$ cat config.mk
export PLATFORM = sky130hd
export DESIGN_NAME = spi_flash_cmd_engine
export DESIGN_NICKNAME = d
export VERILOG_FILES = /design/src/rtl/spi_flash_pkg.sv /design/src/rtl/spi_half_tick.sv /design/src/rtl/spi_shift_path.sv /design/src/rtl/spi_seq_fsm.sv /design/src/rtl/spi_flash_cmd_engine.sv
export SDC_FILE = /design/constraint.sdc
export NUM_CORES = 1
export LEC_CHECK = 0
export BUFFER_PORTS_ARGS = -buffer_cell sky130_fd_sc_hd__buf_4
export CORE_UTILIZATION = 40
export CTS_CLUSTER_DIAMETER = 40
export CTS_CLUSTER_SIZE = 8
export DETAILED_ROUTE_END_ITERATION = 10
export SLEW_MARGIN = 20
export SYNTH_ARGS = -nofsm -noshare
export SYNTH_HDL_FRONTEND = slang
export SYNTH_SLANG_ARGS = --single-unit
$ cat constraint.sdc
create_clock -name clk -period 3.2 [get_ports clk]
set_input_delay 0.64 -clock clk [delete_from_list [all_inputs] [get_ports clk]]
set_output_delay 0.64 -clock clk [all_outputs]
set_load 0.02 [all_outputs]
$ cat src/rtl/spi_flash_pkg.sv
package spi_flash_pkg;

    typedef enum logic [1:0] {
        ST_IDLE     = 2'd0,
        ST_SETUP    = 2'd1,
        ST_SCK_LOW  = 2'd2,
        ST_SCK_HIGH = 2'd3
    } seq_state_e;

    typedef enum logic [1:0] {
        TGT_NONE = 2'd0,
        TGT_RX   = 2'd1,
        TGT_STAT = 2'd2
    } rx_target_e;

    localparam logic [7:0] OP_READ_STATUS  = 8'h05;
    localparam logic [7:0] OP_WRITE_ENABLE = 8'h06;

endpackage

$ cat src/rtl/spi_half_tick.sv
module spi_half_tick #(
    parameter int DIV_W = 8
) (
    input  logic             clk,
    input  logic             rst_n,
    input  logic             run,
    input  logic [DIV_W-1:0] half,
    output logic             tick
);
    localparam logic [DIV_W-1:0] ONE = DIV_W'(1);

    logic [DIV_W-1:0] cnt;
    logic             wrap;

    assign wrap = (cnt >= half - ONE);
    assign tick = run && wrap;

    always_ff @(posedge clk) begin
        if (!rst_n || !run) begin
            cnt <= '0;
        end else if (wrap) begin
            cnt <= '0;
        end else begin
            cnt <= cnt + ONE;
        end
    end


    tick_after_stop_chk: assert property (@(posedge clk) disable iff (!rst_n)
        !run |=> !tick || (half <= ONE));

endmodule

$ cat src/rtl/spi_shift_path.sv
module spi_shift_path #(
    parameter int TX_W = 32,
    parameter int RX_W = 24
) (
    input  logic            clk,
    input  logic            rst_n,
    input  logic            load,
    input  logic [TX_W-1:0] load_word,
    input  logic            shift_en,
    input  logic            sample_en,
    input  logic            miso,
    output logic            mosi,
    output logic [RX_W-1:0] acc
);
    logic [TX_W-1:0] sr;

    assign mosi = sr[TX_W-1];

    always_ff @(posedge clk) begin
        if (!rst_n) begin
            sr  <= '0;
            acc <= '0;
        end else begin
            if (load) begin
                sr  <= load_word;
                acc <= '0;
            end else begin
                if (shift_en) begin
                    sr <= {sr[TX_W-2:0], 1'b0};
                end
                if (sample_en) begin
                    acc <= {acc[RX_W-2:0], miso};
                end
            end
        end
    end


    mosi_hold_chk: assert property (@(posedge clk) disable iff (!rst_n)
        (!load && !shift_en) |=> $stable(mosi));

endmodule

$ cat src/rtl/spi_seq_fsm.sv
module spi_seq_fsm
    import spi_flash_pkg::*;
#(
    parameter int NUM_CS = 4,
    parameter int DIV_W  = 8,
    localparam int BANK_W = (NUM_CS > 1) ? $clog2(NUM_CS) : 1
) (
    input  logic              clk,
    input  logic              rst_n,
    input  logic              cmd_wr,
    input  logic              cmd_send,
    input  logic              cmd_rdstat,
    input  logic              cmd_wrenable,
    input  logic [BANK_W-1:0] cmd_bank,
    input  logic [1:0]        cmd_txlen,
    input  logic [1:0]        cmd_rxlen,
    input  logic [DIV_W-1:0]  sck_half,
    input  logic [31:0]       tx_word,
    input  logic              done_clr,
    input  logic              tick,
    output logic              busy,
    output logic              done,
    output logic              sck,
    output logic [NUM_CS-1:0] cs_n,
    output logic              load,
    output logic [31:0]       load_word,
    output logic              shift_en,
    output logic              sample_en,
    output logic              finish,
    output rx_target_e        tgt,
    output logic [DIV_W-1:0]  half_q
);
    seq_state_e        state, state_nx;
    logic [BANK_W-1:0] bank_q;
    logic [5:0]        tx_bits_q, last_idx_q, bit_idx;
    logic [5:0]        go_txb, go_rxb;
    rx_target_e        go_tgt;
    logic              go, last_bit;

    // trigger decode: status read > write enable > generic send
    always_comb begin
        load_word = tx_word;
        go_txb    = {1'b0, {1'b0, cmd_txlen} + 3'd1, 2'b00} << 1;
        go_rxb    = {1'b0, cmd_rxlen, 3'b000};
        go_tgt    = TGT_RX;
        if (cmd_rdstat) begin
            load_word = {OP_READ_STATUS, 24'h0};
            go_txb    = 6'd8;
            go_rxb    = 6'd16;
            go_tgt    = TGT_STAT;
        end else if (cmd_wrenable) begin
            load_word = {OP_WRITE_ENABLE, 24'h0};
            go_txb    = 6'd8;
            go_rxb    = 6'd0;
            go_tgt    = TGT_NONE;
        end
    end

    assign go       = cmd_wr && (state == ST_IDLE) && (cmd_send || cmd_rdstat || cmd_wrenable);
    assign last_bit = (bit_idx == last_idx_q);
    assign load     = go;

    // state register
    always_ff @(posedge clk) begin
        if (!rst_n) state <= ST_IDLE;
        else        state <= state_nx;
    end

    // next state
    always_comb begin
        state_nx = state;
        unique case (state)
            ST_IDLE:     if (go)   state_nx = ST_SETUP;
            ST_SETUP:    if (tick) state_nx = ST_SCK_LOW;
            ST_SCK_LOW:  if (tick) state_nx = ST_SCK_HIGH;
            ST_SCK_HIGH: if (tick) state_nx = last_bit ? ST_IDLE : ST_SCK_LOW;
        endcase
    end

    // outputs
    always_comb begin
        busy      = 1'b1;
        sck       = 1'b1;
        cs_n      = ~(NUM_CS'(1) << bank_q);
        shift_en  = 1'b0;
        sample_en = 1'b0;
        finish    = 1'b0;
        unique case (state)
            ST_IDLE: begin
                busy = 1'b0;
                cs_n = '1;
            end
            ST_SETUP: ;
            ST_SCK_LOW: begin
                sck       = 1'b0;
                sample_en = tick && (bit_idx >= tx_bits_q);
            end
            ST_SCK_HIGH: begin
                shift_en = tick && !last_bit;
                finish   = tick && last_bit;
            end
        endcase
    end

    // transaction context and finished flag
    always_ff @(posedge clk) begin
        if (!rst_n) begin
            bank_q     <= '0;
            tx_bits_q  <= '0;
            last_idx_q <= '0;
            bit_idx    <= '0;
            tgt        <= TGT_NONE;
            half_q     <= DIV_W'(1);
            done       <= 1'b0;
        end else begin
            if (go) begin
                bank_q     <= cmd_bank;
                tx_bits_q  <= go_txb;
                last_idx_q <= go_txb + go_rxb - 6'd1;
                bit_idx    <= '0;
                tgt        <= go_tgt;
                half_q     <= (sck_half == '0) ? DIV_W'(1) : sck_half;
            end else if (shift_en) begin
                bit_idx <= bit_idx + 6'd1;
            end
            if (finish)        done <= 1'b1;
            else if (done_clr) done <= 1'b0;
        end
    end


    cs_onehot_chk: assert property (@(posedge clk) disable iff (!rst_n)
        $onehot0(~cs_n));


    cs_steady_chk: assert property (@(posedge clk) disable iff (!rst_n)
        (state != ST_IDLE && $past(state) != ST_IDLE) |-> $stable(cs_n));


    done_rise_chk: assert property (@(posedge clk) disable iff (!rst_n)
        $fell(busy) |-> done);


    done_hold_chk: assert property (@(posedge clk) disable iff (!rst_n)
        (done && !done_clr) |=> done);


    busy_ignore_chk: assert property (@(posedge clk) disable iff (!rst_n)
        (busy && cmd_wr) |=> ($stable(bank_q) && $stable(last_idx_q) && $stable(half_q)));

endmodule

$ cat src/rtl/spi_flash_cmd_engine.sv
module spi_flash_cmd_engine
    import spi_flash_pkg::*;
#(
    parameter int NUM_CS = 4,
    parameter int DIV_W  = 8,
    localparam int BANK_W = (NUM_CS > 1) ? $clog2(NUM_CS) : 1
) (
    input  logic              clk,
    input  logic              rst_n,
    input  logic              tx_wr,
    input  logic [31:0]       tx_wdata,
    input  logic              cmd_wr,
    input  logic              cmd_send,
    input  logic              cmd_rdstat,
    input  logic              cmd_wrenable,
    input  logic [BANK_W-1:0] cmd_bank,
    input  logic [1:0]        cmd_txlen,
    input  logic [1:0]        cmd_rxlen,
    input  logic [DIV_W-1:0]  sck_half,
    input  logic              done_clr,
    input  logic              miso,
    output logic              busy,
    output logic              done,
    output logic [23:0]       rx_data,
    output logic [15:0]       stat_data,
    output logic [NUM_CS-1:0] cs_n,
    output logic              sck,
    output logic              mosi
);
    logic [31:0]      tx_q;
    logic             tick, load, shift_en, sample_en, finish;
    logic [31:0]      load_word;
    logic [23:0]      acc;
    logic [DIV_W-1:0] half_q;
    rx_target_e       tgt;

    always_ff @(posedge clk) begin
        if (!rst_n)     tx_q <= '0;
        else if (tx_wr) tx_q <= tx_wdata;
    end

    spi_seq_fsm #(.NUM_CS(NUM_CS), .DIV_W(DIV_W)) i_fsm (
        .clk(clk), .rst_n(rst_n),
        .cmd_wr(cmd_wr), .cmd_send(cmd_send), .cmd_rdstat(cmd_rdstat),
        .cmd_wrenable(cmd_wrenable), .cmd_bank(cmd_bank),
        .cmd_txlen(cmd_txlen), .cmd_rxlen(cmd_rxlen), .sck_half(sck_half),
        .tx_word(tx_q), .done_clr(done_clr), .tick(tick),
        .busy(busy), .done(done), .sck(sck), .cs_n(cs_n),
        .load(load), .load_word(load_word), .shift_en(shift_en),
        .sample_en(sample_en), .finish(finish), .tgt(tgt), .half_q(half_q)
    );

    spi_half_tick #(.DIV_W(DIV_W)) i_div (
        .clk(clk), .rst_n(rst_n), .run(busy), .half(half_q), .tick(tick)
    );

    spi_shift_path #(.TX_W(32), .RX_W(24)) i_shift (
        .clk(clk), .rst_n(rst_n), .load(load), .load_word(load_word),
        .shift_en(shift_en), .sample_en(sample_en), .miso(miso),
        .mosi(mosi), .acc(acc)
    );

    always_ff @(posedge clk) begin
        if (!rst_n) begin
            rx_data   <= '0;
            stat_data <= '0;
        end else if (finish) begin
            if (tgt == TGT_RX)        rx_data   <= acc;
            else if (tgt == TGT_STAT) stat_data <= acc[15:0];
        end
    end


    idle_lines_chk: assert property (@(posedge clk) disable iff (!rst_n)
        !busy |-> (sck && (&cs_n)));

endmodule

==> results of run 1 <==
==> worst max-delay path: stages, from the launching register on <==
cell                       delay [ps]
sky130_fd_sc_hd__dfxtp_1          310
sky130_fd_sc_hd__inv_1            120
sky130_fd_sc_hd__ha_1             200
sky130_fd_sc_hd__nand2_1          100
sky130_fd_sc_hd__nor3_1           220
sky130_fd_sc_hd__xnor2_1          160
sky130_fd_sc_hd__ha_1             280
sky130_fd_sc_hd__a21oi_1          150
sky130_fd_sc_hd__a21boi_0         110
sky130_fd_sc_hd__or2_2            330
sky130_fd_sc_hd__o21ai_2          200
sky130_fd_sc_hd__nand2_1           80
sky130_fd_sc_hd__buf_4            270
sky130_fd_sc_hd__o211a_1          240
==> per-stage QoR <==
step	power (uW)	worst slack (ps)	area, sq um	instances	hold WS (ps)
after detailed placement	2900	360	8080	1057	454
after CTS	4990	326	8690	1089	452
final	4930	313	8690	1089	459
after global routing	5170	49.0	8690	1089	465
after global placement	2870	475	8080	1057	446
after floorplan	2680	482	7090	770	435
==> flip-flops by register name, indices dropped and copies added (netlist names), 4 cells and up <==
signal / flops
i_div.cnt: 8
i_fsm.bit_idx: 6
i_fsm.half_q: 8
i_fsm.last_idx_q: 4
i_shift.acc: 24
i_shift.sr: 32
rx_data: 24
stat_data: 16
tx_q: 32
==> cell usage after synthesis (10+ instances only) <==
cell type                    n  share of area, %
sky130_fd_sc_hd__xnor2_1    10               1.2
sky130_fd_sc_hd__and3_1     30               2.6
sky130_fd_sc_hd__o21ai_0    62               4.4
sky130_fd_sc_hd__dfxtp_1   164                46
sky130_fd_sc_hd__nor2b_1    37               3.3
sky130_fd_sc_hd__nor2_1     47               2.5
sky130_fd_sc_hd__clkbuf_1   38               2.0
sky130_fd_sc_hd__a21oi_1    38               2.7
sky130_fd_sc_hd__nand2_1    86               4.6
sky130_fd_sc_hd__inv_1      15              0.79
sky130_fd_sc_hd__mux2i_1    73                10
sky130_fd_sc_hd__nand3_1    34               2.4
sky130_fd_sc_hd__a21boi_0   12               1.3
sky130_fd_sc_hd__ha_1       19               3.4
sky130_fd_sc_hd__o211a_1    29               4.1
==> power by group through the flow <==
| stage | Combinational, uW | Sequential [uW] | Clock [uW] |
|---|---|---|---|
| 3_5_place_dp | 638 | 2260 | 0 |
| 6_report | 636 | 2210 | 2090 |
| 4_1_cts | 644 | 2210 | 2130 |
| 5_1_grt | 711 | 2230 | 2230 |
| 2_1_floorplan | 442 | 2240 | 0 |
| 3_3_place_gp | 613 | 2260 | 0 |
==> cell families after synthesis <==
logic type	Yosys count	synth area share (%)
AND/OR/NAND/NOR	260	17.8
XOR/XNOR	18	2.22
AO/OA/AOI/OAI	165	15.4
flip-flops	164	46.3
adder cells (fa/ha/maj)	19	3.35
buffers and inverters	71	4.55
multiplexers	73	10.3
==> cell type report <==
class,count,area share (%)
inverter,15,0.648
timing repair buffer,118,10.6
sequential,164,37.8
clock buffer,17,4.89
multi-input combinational,535,40.6
clock inverter,15,2.19
tap,225,3.24
==> per-layer routing <==
layer / GRT usage, % / up-vias
met5: 0 / -
met4: 5.12 / 0
met3: 3.64 / 22
met2: 30.2 / 93
met1: 21.3 / 2596
li1: - / 2840
==> worst max-delay path by stage <==
stage / startpoint / end / slack [ps] / depth (start not counted)
after CTS: i_fsm.half_q[0] / i_shift.sr[27] / 330 / 13
final: i_fsm.half_q[0] / i_shift.sr[4] / 310 / 13
after global routing: i_fsm.half_q[0] / i_shift.acc[6] / 50 / 14
after floorplan: i_fsm.half_q[0] / i_shift.acc[10] / 480 / 13
after global placement: i_fsm.half_q[0] / i_shift.sr[8] / 480 / 13
after detailed placement: i_fsm.half_q[0] / i_shift.sr[9] / 360 / 13
==> tab_implementation.tex, run 1 <==
\begin{tabular}{lr}
\hline
Metric & Value \\
\hline
\multicolumn{2}{l}{\textbf{Run status}} \\
Status & finished, final reports clean \\
\multicolumn{2}{l}{\textbf{Job}} \\
Max-capacitance violation count & 0 \\
\multicolumn{2}{l}{\textbf{Synth}} \\
Flop and latch count out of synthesis & $\sim$160 \\
Post-Synthesis Cells & 770 \\
Summed instance area of the synthesized netlist & 0.00709 sq mm \\
Ys async rst share & 0\% \\
Fraction of the yosys area taken by sequential cells & $\sim$46\% \\
Nets in the synthesized netlist & 844 \\
Mean instance size in the synthesized netlist & 9.21 sq um \\
Warnings, synthesis & 0 \\
Most common flop cell mapped by yosys & sky130\_fd\_sc\_hd\_\_dfxtp\_1 \\
Number of library cell types mapped by synthesis & 48 \\
Post-synth EDFFs & 0 \\
\multicolumn{2}{l}{\textbf{GRT}} \\
GRT Total Usage & 17.3\% \\
Via count of the first global-routing pass & 5446 \\
First-pass GRT wire length & 25700 microns \\
Maximum number of pins on one net before global-route repair & 62 \\
Aggregate global routing overflow & 0 \\
Number of antenna violations at the first check in global routing & 0 \\
\multicolumn{2}{l}{\textbf{Drt}} \\
Drt first pass iters & 4 \\
Post-route met1 wirelength & 7040 microns \\
Number of violations reported at the end of detailed-routing iteration 0 & approximately 300 \\
Number of remaining DRC errors & 0 \\
Routed wirelength normalized by instance count & 13.8 microns \\
Total met3 wirelength after detailed routing & 480 microns \\
Routed Antenna Nets & 0 \\
Total number of vias & 5551 \\
Sum of routed wire length over all layers & 15100 microns \\
Routed met2 length & 7360 microns \\
Post-detailed-route via-to-cell ratio & 5.10 \\
Uppermost layer routed & met4 \\
\multicolumn{2}{l}{\textbf{STA}} \\
Final Critical Period & approximately 2900 ps \\
Fin Clk Skew & around 11 ps \\
Peak clock frequency supported by timing & 0.346 GHz \\
Worst-Margin Slew & 715 ps \\
Max-slew violations & 0 \\
Final Cycle Share & 90.2\% \\
Final sum of negative setup slack & 0 ps \\
Max transition margin & 52.2\% \\
Final hold vios & 0 \\
Setup repair after global routing missed its margin & false \\
Final setup violation count & 0 \\
\multicolumn{2}{l}{\textbf{CTS}} \\
Number of hold buffers added after CTS & 0 \\
Total clock sinks & 164 \\
Clock tree from TritonCTS & done \\
Setup Buffers After CTS & 0 \\
Clk buf depth & 2 \\
Buffer type at the clock tree root & sky130\_fd\_sc\_hd\_\_clkbuf\_16 \\
Cells resized by post-CTS repair & 0 \\
Clock latency reported for the late side of the worst-skew pair & approximately 430 ps \\
CTS clock-pin slew for the worst setup and hold paths & 70 ps \\
Num CTS Buffers & 17 \\
CTS H-Tree Depth & 4 \\
\multicolumn{2}{l}{\textbf{Setup path}} \\
Max Fanout on Critical Path & 30 \\
Startpoint of the most critical register-to-register path & i\_fsm.half\_q[0] \\
Register-to-register setup slack & 310 ps \\
Worst-case reg-to-reg path depth & 13 \\
Type of element launching the critical path & flop \\
Data required time of the worst path & approximately 3500 ps \\
Reg2Reg Capture Point & i\_shift.sr[4] \\
Element type at the critical path end & flop \\
Worst setup path category & reg -> reg \\
Worst EP arrival & $\sim$3200 ps \\
\multicolumn{2}{l}{\textbf{Final layout}} \\
Combined area of the multi-input logic cells & 0.00353 sq mm \\
Fraction of layout instances using a drive strength above 1 & approximately a fifth \\
Most common cell after layout, fill and taps aside & sky130\_fd\_sc\_hd\_\_dfxtp\_1 \\
Number of nets in the finished design & 925 \\
Final core occ & about half \\
Antenna diode count & 0 \\
Growth of design area from synthesis to finish & 22.6\% \\
Fill count & 1652 \\
Most frequent cells in the layout & 164 x sky130\_fd\_sc\_hd\_\_dfxtp\_1, 115 x sky130\_fd\_sc\_hd\_\_buf\_4, 86 x sky130\_fd\_sc\_hd\_\_nand2\_1 \\
Area taken by flip-flops and latches & 0.00328 sq mm \\
\multicolumn{2}{l}{\textbf{Hold path}} \\
Worst hold path class & reg -> reg \\
Capture endpoint of the worst hold path & stat\_data[7] \\
Number of cells traversed by the worst hold path & 2 \\
Startpoint of the most critical hold path & stat\_data[7] \\
\multicolumn{2}{l}{\textbf{Power}} \\
Fraction of power spent switching nets & 28.0\% \\
Power per cell area & 568 mW/mm\^{}2 \\
Leakage power & 0.00384 uW \\
Logic gate share of total power & around 13\% \\
Fraction of power consumed by the clock network & 42.3\% \\
P\_int & 3560 uW \\
Reg power frac & 44.8\% \\
Switching power total & between 1000 and 1500 uW \\
Highest ir drop seen on vdd & between 0.3 and 0.4 mV \\
\multicolumn{2}{l}{\textbf{Floorplan}} \\
Die Span Y & 135 microns \\
Placement Rows & 48 \\
Die Area & 0.0183 sq mm \\
Initial core utilization & slightly above 40\% \\
Die X-Extent & 135 microns \\
Boundary Pins & 103 \\
Area of the placeable core & 0.0173 sq mm \\
\multicolumn{2}{l}{\textbf{Place}} \\
Count of input and output buffers & about 100 \\
Last weighted congestion value of the routability-driven placer & 0.820 \\
Detailed Place HPWL & 10200 microns \\
\hline
\end{tabular}
No activity file was read; power rests on OpenSTA's default activity.
==> run 2: changes to the inputs <==
==> constraint.sdc (replaced) <==
create_clock -name clk -period 3.6 [get_ports clk]
set_input_delay 0.72 -clock clk [delete_from_list [all_inputs] [get_ports clk]]
set_output_delay 0.72 -clock clk [all_outputs]
set_load 0.005 [all_outputs]
==> run 2 against run 1 <==
Register-to-register slack better by 410 ps. Total power down 11%. Sequential power down 11%. Critical path depth up 1. Non-clock buffer count down 2. Critical path type unchanged.
==> tab_implementation.tex, run 2 (synthesis results as in run 1) <==
\begin{tabular}{lr}
\hline
Metric & Value \\
\hline
\multicolumn{2}{l}{\textbf{Final layout}} \\
Growth of design area from synthesis to finish & 22.0\% \\
Fill count & 1650 \\
Final standard cell count with taps included and fillers excluded & about 1100 \\
Most common cell after layout, fill and taps aside & sky130\_fd\_sc\_hd\_\_dfxtp\_1 \\
Most frequent cells in the layout & 164 x sky130\_fd\_sc\_hd\_\_dfxtp\_1, 116 x sky130\_fd\_sc\_hd\_\_buf\_4, 86 x sky130\_fd\_sc\_hd\_\_nand2\_1 \\
Fraction of layout instances using a drive strength above 1 & 18.7\% \\
Number of nets in the finished design & 923 \\
Antenna diode count & 0 \\
Leading registers by flop count & i\_shift.sr: 32 flops, tx\_q: 32 flops \\
\multicolumn{2}{l}{\textbf{STA}} \\
Final hold vios & 0 \\
Final setup violation count & 0 \\
Max-slew violations & 0 \\
Final Cycle Share & 80.0\% \\
Final Critical Period & 2880 ps \\
Fin Clk Skew & 10.6 ps \\
Final sum of negative setup slack & 0 ps \\
Peak clock frequency supported by timing & 0.347 GHz \\
Worst-Margin Slew & 968 ps \\
Setup repair after global routing missed its margin & false \\
Max transition margin & 35.3\% \\
\multicolumn{2}{l}{\textbf{Power}} \\
Power per cell area & 508 mW/mm\^{}2 \\
Highest ir drop seen on vdd & approximately 0.34 mV \\
Leakage power & $\sim$0.0038 uW \\
\multicolumn{2}{l}{\textbf{Floorplan}} \\
Placement Rows & 48 \\
Boundary Pins & between 100 and 150 \\
Initial core utilization & between 40\% and 50\% \\
Area of the placeable core & 0.0173 sq mm \\
Die Area & approximately 0.018 sq mm \\
Die X-Extent & between 100 and 150 microns \\
Die Span Y & 135 microns \\
\multicolumn{2}{l}{\textbf{CTS}} \\
Clk buf depth & 2 \\
Number of hold buffers added after CTS & 0 \\
Buffer type at the clock tree root & sky130\_fd\_sc\_hd\_\_clkbuf\_16 \\
Clock latency reported for the late side of the worst-skew pair & 420 ps \\
Num CTS Buffers & 17 \\
Cells resized by post-CTS repair & 0 \\
Total clock sinks & 164 \\
CTS H-Tree Depth & 4 \\
Setup Buffers After CTS & 0 \\
CTS clock-pin slew for the worst setup and hold paths & 70 ps \\
Clock tree from TritonCTS & done \\
\multicolumn{2}{l}{\textbf{Drt}} \\
Routed Antenna Nets & 0 \\
Drt first pass iters & 4 \\
Sum of routed wire length over all layers & 14900 microns \\
Routed wirelength normalized by instance count & approximately 14 microns \\
Total number of vias & 5517 \\
Number of remaining DRC errors & 0 \\
Number of violations reported at the end of detailed-routing iteration 0 & between 200 and 300 \\
Post-detailed-route via-to-cell ratio & 5.08 \\
\multicolumn{2}{l}{\textbf{Hold path}} \\
Worst hold path class & reg -> reg \\
\multicolumn{2}{l}{\textbf{Setup path}} \\
Worst EP arrival & 3190 ps \\
Element type at the critical path end & flop \\
Delay of the slowest cell on the worst path & 330 ps \\
Cell at the slowest stage of the critical path & sky130\_fd\_sc\_hd\_\_or2\_2 \\
Register-to-register setup slack & 720 ps \\
Max Fanout on Critical Path & 30 \\
Data required time of the worst path & slightly below 4000 ps \\
Ordered list of cells on the worst path & inv\_1 -> ha\_1 -> nand2\_1 -> nor3\_1 -> xnor2\_1 -> ha\_1 -> a21oi\_1 -> a21boi\_0 -> or2\_2 -> o21ai\_2 -> buf\_4 -> nand2\_1 -> buf\_4 -> o211a\_1 \\
Worst setup path category & reg -> reg \\
Type of element launching the critical path & flop \\
\multicolumn{2}{l}{\textbf{Place}} \\
Last weighted congestion value of the routability-driven placer & 0.779 \\
Inst Count DP & 1055 \\
Detailed Place HPWL & 10100 microns \\
Count of input and output buffers & slightly above 100 \\
\multicolumn{2}{l}{\textbf{GRT}} \\
Number of antenna violations at the first check in global routing & 0 \\
Via count of the first global-routing pass & about 5300 \\
GRT Total Usage & 17.0\% \\
Maximum number of pins on one net before global-route repair & 58 \\
First-pass GRT wire length & around 25000 microns \\
Aggregate global routing overflow & 0 \\
\multicolumn{2}{l}{\textbf{Run status}} \\
Status & finished, final reports clean \\
\multicolumn{2}{l}{\textbf{Job}} \\
Max-capacitance violation count & 0 \\
\hline
\end{tabular}
-- run 2: changes by cell type in the layout (fill, tap and decap cells not counted), sizes merged --
cell      previous run  this run
clkinv               6         1
bufinv               1         2
inv                 23        24
buf                118       116
clkinvlp             0         2
clkbuf              17        18
-- run 2: cell type report --
cell class	instances	area [sq um]	area share [%]
Timing Repair Buffer	116	871	10.1
Clock inverter	14	180	2.08
Sequential cell	164	3280	38.0
Inverter	15	56.3	0.651
Clock buffer	18	439	5.08
Multi-Input combinational cell	535	3530	40.9
Tap cell	225	282	3.26
-- run 2: final timing paths --
| check | start | endpoint | cells past startpoint |
|---|---|---|---|
| min | stat_data[13] | stat_data[13] | 2 |
| min reg2reg | stat_data[13] | stat_data[13] | 2 |
| max reg2reg | i_fsm.half_q[0] | i_shift.sr[20] | 14 |
| max | i_fsm.half_q[0] | i_shift.sr[20] | 14 |
-- run 2: report_power, final --
group | internal [uW] | switching (uW)
logic | 240 | 303
clock network | 1080 | 803
registers | 1910 | 60.0
-- run 2: worst max-delay path: cells and delay by family (launching register included) --
family                     cells  cell delay (ps)
and+or+nand+nor                4              660
xor gates and xnor gates       1              150
buffers and inverters          3              540
adders and majority gates      2              480
AOI/OAI and AO/OA              4              640
DFF                            1              310
-- run 2: through the flow --
step	worst slack [ps]	power [uW]	hold WS [ps]	area [sq um]	utilization, %
after floorplan	882	2370	435	7090	-
after global placement	814	2530	450	8030	46.4
after CTS	707	4450	470	8640	50.0
after detailed placement	716	2560	454	8030	46.4
final	719	4390	464	8640	50.0
after global routing	478	4600	488	8640	50.0
-- run 2: layer usage --
metal / GRT usage (%) / share of wire [%]
met5: 0 / 0
met4: 6.12 / 1.1
met3: 3.75 / 3.0
met2: 28.9 / 49
met1: 21.0 / 47
